--- config.mk ---
export PLATFORM = sky130hd
export DESIGN_NAME = rca_pipe
export DESIGN_NICKNAME = d
export VERILOG_FILES = /design/src/rtl/rca_pkg.sv /design/src/rtl/rca_opdecode.sv /design/src/rtl/rca_slice_add.sv /design/src/rtl/rca_pipe.sv
export SDC_FILE = /design/constraint.sdc
export NUM_CORES = 1
export LEC_CHECK = 0
export ABC_AREA = 1
export BUFFER_PORTS_ARGS = -buffer_cell sky130_fd_sc_hd__clkbuf_2
export CAP_MARGIN = 20
export CORE_MARGIN = 2
export CORE_UTILIZATION = 50
export DETAILED_ROUTE_END_ITERATION = 10
export PLACE_DENSITY_LB_ADDON = 0.1
export SLEW_MARGIN = 20
export SYNTH_ARGS = -nofsm -noshare
export SYNTH_HDL_FRONTEND = slang
export SYNTH_SLANG_ARGS = --single-unit
--- constraint.sdc ---
create_clock -name clk_i -period 2.45 [get_ports clk_i]
set_input_delay 0.1225 -clock clk_i [delete_from_list [all_inputs] [get_ports clk_i]]
set_output_delay 0.1225 -clock clk_i [all_outputs]
set_load 0.01 [all_outputs]
--- src/rtl/rca_pkg.sv ---
package rca_pkg;
  typedef enum logic [1:0] {
    OP_NOP = 2'b00,
    OP_ADD = 2'b01,
    OP_SUB = 2'b10,
    OP_RSV = 2'b11
  } rca_op_e;
endpackage

--- src/rtl/rca_opdecode.sv ---
module rca_opdecode import rca_pkg::*; #(
  parameter int W = 16
) (
  input  logic [1:0]   op_i,
  input  logic [W-1:0] opnd_a_i,
  input  logic [W-1:0] opnd_b_i,
  output logic [W-1:0] x_o,
  output logic [W-1:0] y_o,
  output logic         cin_o
);
  // zeroed operands make no-op codes fall out of the adder as 0 with clear flags
  always_comb begin
    x_o   = '0;
    y_o   = '0;
    cin_o = 1'b0;
    unique case (rca_op_e'(op_i))
      OP_ADD: begin
        x_o = opnd_b_i;
        y_o = opnd_a_i;
      end
      OP_SUB: begin
        x_o   = opnd_b_i;
        y_o   = ~opnd_a_i;
        cin_o = 1'b1;
      end
      default: ;
    endcase
  end
endmodule

--- src/rtl/rca_slice_add.sv ---
module rca_slice_add #(
  parameter int SW = 4
) (
  input  logic [SW-1:0] x_i,
  input  logic [SW-1:0] y_i,
  input  logic          cin_i,
  output logic [SW-1:0] sum_o,
  output logic          cout_o
);
  logic [SW:0] c;

  always_comb begin
    c[0] = cin_i;
    for (int j = 0; j < SW; j++) begin
      sum_o[j] = x_i[j] ^ y_i[j] ^ c[j];
      c[j+1]   = (x_i[j] & y_i[j]) | (c[j] & (x_i[j] ^ y_i[j]));
    end
    cout_o = c[SW];
  end
endmodule

--- src/rtl/rca_pipe.sv ---
module rca_pipe #(
  parameter int W      = 16,
  parameter int SLICES = 4
) (
  input  logic         clk_i,
  input  logic         rst_ni,
  input  logic [1:0]   op_i,
  input  logic [W-1:0] opnd_a_i,
  input  logic [W-1:0] opnd_b_i,
  output logic [W-1:0] result_o,
  output logic         carry_o,
  output logic         ovf_o,
  output logic         ready_o
);
  localparam int SW = W / SLICES;

  logic [W-1:0] dec_x, dec_y;
  logic         dec_cin;

  rca_opdecode #(.W(W)) u_dec (
    .op_i     (op_i),
    .opnd_a_i (opnd_a_i),
    .opnd_b_i (opnd_b_i),
    .x_o      (dec_x),
    .y_o      (dec_y),
    .cin_o    (dec_cin)
  );

  for (genvar s = 0; s < SLICES; s++) begin : g_stg
    localparam int LO = s * SW;
    localparam int HI = (s + 1) * SW;

    logic [W-LO-1:0] in_x, in_y;
    logic            in_c, in_v;
    logic [SW-1:0]   ss;
    logic            sc;
    logic [HI-1:0]   sum_q;
    logic            c_q, v_q;

    if (s == 0) begin : g_src
      assign in_x = dec_x;
      assign in_y = dec_y;
      assign in_c = dec_cin;
      assign in_v = 1'b1;
    end else begin : g_chain
      assign in_x = g_stg[s-1].g_fwd.x_q;
      assign in_y = g_stg[s-1].g_fwd.y_q;
      assign in_c = g_stg[s-1].c_q;
      assign in_v = g_stg[s-1].v_q;
    end

    rca_slice_add #(.SW(SW)) u_add (
      .x_i    (in_x[SW-1:0]),
      .y_i    (in_y[SW-1:0]),
      .cin_i  (in_c),
      .sum_o  (ss),
      .cout_o (sc)
    );

    always_ff @(posedge clk_i or negedge rst_ni) begin
      if (!rst_ni) begin
        c_q <= 1'b0;
        v_q <= 1'b0;
      end else begin
        c_q <= sc;
        v_q <= in_v;
      end
    end

    if (s == 0) begin : g_sum0
      always_ff @(posedge clk_i or negedge rst_ni) begin
        if (!rst_ni) sum_q <= '0;
        else         sum_q <= ss;
      end
    end else begin : g_sumn
      always_ff @(posedge clk_i or negedge rst_ni) begin
        if (!rst_ni) sum_q <= '0;
        else         sum_q <= {ss, g_stg[s-1].sum_q};
      end
    end

    // operand bits for later slices travel with the partial sum
    if (s < SLICES - 1) begin : g_fwd
      logic [W-HI-1:0] x_q, y_q;
      always_ff @(posedge clk_i or negedge rst_ni) begin
        if (!rst_ni) begin
          x_q <= '0;
          y_q <= '0;
        end else begin
          x_q <= in_x[W-LO-1:SW];
          y_q <= in_y[W-LO-1:SW];
        end
      end
    end else begin : g_last
      logic ovf_q;
      // carry into the sign bit recovered from its sum bit
      always_ff @(posedge clk_i or negedge rst_ni) begin
        if (!rst_ni) ovf_q <= 1'b0;
        else         ovf_q <= sc ^ (in_x[SW-1] ^ in_y[SW-1] ^ ss[SW-1]);
      end
    end
  end

  assign result_o = g_stg[SLICES-1].sum_q;
  assign carry_o  = g_stg[SLICES-1].c_q;
  assign ovf_o    = g_stg[SLICES-1].g_last.ovf_q;
  assign ready_o  = g_stg[SLICES-1].v_q;
endmodule

==> run metrics <==
syn_area_per_cell ~13 sq um; Global Route Usage Sum between 10% and 20%; WP data required around 2.7 ns; Die ar. slightly above 7000 sq um; vias ~1,800; worst hold slack ~0.015 ns; CTS sink cnt a little under 100; ys async rst share between 90% and 100%; drt total wl approximately 4500 um; CP bufs+invs 0; fin crit share around 95%; Worst Setup End Kind register; Remaining DRCs 0; clock root buffer clkbuf_8; drt first-iter violations ~80; Fin. Hold Viols 0; Core ar. between 6000 and 7000 sq um; n_diodes 0; Post-synth top cells dfrtp_1 (97), inv_1 (62), nand2_1 (53); WL/cell around 11 um; worst path cell trace fa_1 > fa_1 > fa_1 > fa_1 > nand2_1 > nand2_1; first-pass GRT wire length between 8000 and 9000 um; share of layout cells above drive strength 1 21.0%; number of max-cap violations 0; Pre-Repair DR Iteration Count 4; nets@finish 391; initial core utilization 51.8%; Lkg Pwr 2.28 nW; number of global-route vias before repair roughly 1,800; pin count of the biggest net entering global routing just under 60; Synth area leader dfrtp_1; post-CTS setup buffers 0; delay-heaviest family, CP adder cells; htree depth 3; f_max 0.432 GHz; cell count after synthesis ~250; crit start category register; Max Slew Vio Count 0; area grow syn2layout 23.3%; CP Class register to register; Final setup viols 0; TritonCTS buffer count 9; EDFF count, synth 0; Seq/Total Area, Yosys roughly three quarters; Post-CTS Resized 0; Mapped Area about 3300 sq um; hpwl dp ~3000 um; RSZ-0062 raised after global routing false; CTS max path bufs 2; final setup TNS 0 ns; Port-buffer cells between 50 and 60; FP Rows 29; initial antenna violation count 0; GRT overflow 0; worst slew pin tran 0.693 ns; antenna-violating nets left 0; Seq cells post-synth 97; Skew-Pair Late Insertion Delay between 0.3 and 0.4 ns; Synth Warn # 0; most frequent cell after synthesis dfrtp_1; drt via density roughly 4.2; Critical Path AT roughly 2.5 ns; Mapped Nets around 300; pwr dens about 750 nW/um^2; Die Ht 85.1 um; Min-Delay Path Class primary input to register; Die X about 85 um; post-synth top area share between 70% and 80%; VDD IR max about 0.37 mV; crit path max fanout 3; Area contributors post-synth dfrtp_1 (74%), fa_1 (9.7%), inv_1 (7.1%); Reg clk slew, reported paths approximately 0.07 ns; run status complete, no violations; GPL Wtd Cong between 0.7 and 0.8; CP peak stage delay 0.44 ns; synth unique cells 9; num ports 55; CP dominant cell by count fa_1; max_slew headroom a little over half; minimum clock period after layout around 2.3 ns; CTS tree built; CTS hold repair buffers 22; Critical-path top delay cell fa_1; Most used DFF post-synth dfrtp_1; Setup Skew between 0.003 and 0.004 ns
-- report_power, final --
group / switching [W] / internal, W
registers: 0.0000569 / 0.00181
clock network: 0.000446 / 0.000400
logic: 0.000180 / 0.000142
-- sequential cells by signal, summed over array words and instances (netlist names) --
name and cells:
ready_o 1, carry_o 1, ovf_o 1, g_stg.sum_q 24, g_stg.g_fwd.y_q 24, g_stg.g_fwd.x_q 24
g_stg.c_q 3, g_stg.v_q 3, result_o 16
-- area by class of cell --
class | count | area (sq um)
flip-flops and latches | 97 | 2430
fillers | 493 | 2290
multi-input cells | 86 | 601
repair buffers | 81 | 543
inverters | 62 | 233
clock buffers | 11 | 151
well taps | 77 | 96.3
clock inverters | 1 | 5.00
-- worst paths after layout --
kind,endpoint,from,depth (start not counted),slack (ns)
max,ovf_o$_DFF_PN0_,g_stg[2].c_q$_DFF_PN0_,6,0.13
min,g_stg[0].g_fwd.y_q[1]$_DFF_PN0_,opnd_a_i[5],3,0.01
max reg2reg,ovf_o$_DFF_PN0_,g_stg[2].c_q$_DFF_PN0_,6,0.13
min reg2reg,g_stg[1].g_fwd.y_q[2]$_DFF_PN0_,g_stg[0].g_fwd.y_q[6]$_DFF_PN0_,0,0.35
max in group asynchronous,g_stg[1].g_fwd.x_q[1]$_DFF_PN0_,rst_ni,3,1.44
min in group asynchronous,result_o[11]$_DFF_PN0_,rst_ni,2,0.38
-- cell usage in the layout (no fill, tap or decap) --
master	n
dfrtp_1	97
inv_1	62
nand2_1	53
clkbuf_2	53
dlygate4sd3_1	22
fa_1	16
nor2_1	14
clkbuf_8	11
buf_4	5
ha_1	2
clkinv_2	1
conb_1	1
buf_12	1
-- logic make-up (layout without fill, tap and decap cells) --
kind of cell  after synthesis  after routing  synth area share [%]
simple gates               67             67                  7.64
other cells                 1              1                 0.114
buf+inv                    65            155                  7.98
fa+ha+maj                  18             18                  10.5
flops                      97             97                  73.8
-- routing by layer --
layer  share of wire (%)  track usage [%]  wire (um)
met1                  44             19.3       1960
met2                  50             23.7       2270
met3                 3.7             3.02        166
met4                 2.4             7.79        106
met5                   0                0          0
-- per-stage QoR --
stage	std cells	setup WS [ns]	total power [W]	area, sq um	utilization, %
2_1_floorplan	248	0.228	0.00203	3290	-
3_3_place_gp	381	0.195	0.00219	3680	58.0
3_5_place_dp	381	0.139	0.00221	3680	58.0
4_1_cts	415	0.118	0.00309	4060	63.9
5_1_grt	415	0.0177	0.00321	4060	63.9
6_report	415	0.133	0.00303	4060	63.9
-- worst reg2reg max path, delay by kind of cell (launching register included) --
family | cells | cell delay (ns)
flip-flops | 1 | 0.39
AND/OR/NAND/NOR | 2 | 0.15
adder cells (fa/ha/maj) | 4 | 1.68
Power figures use the tool's default switching activity.
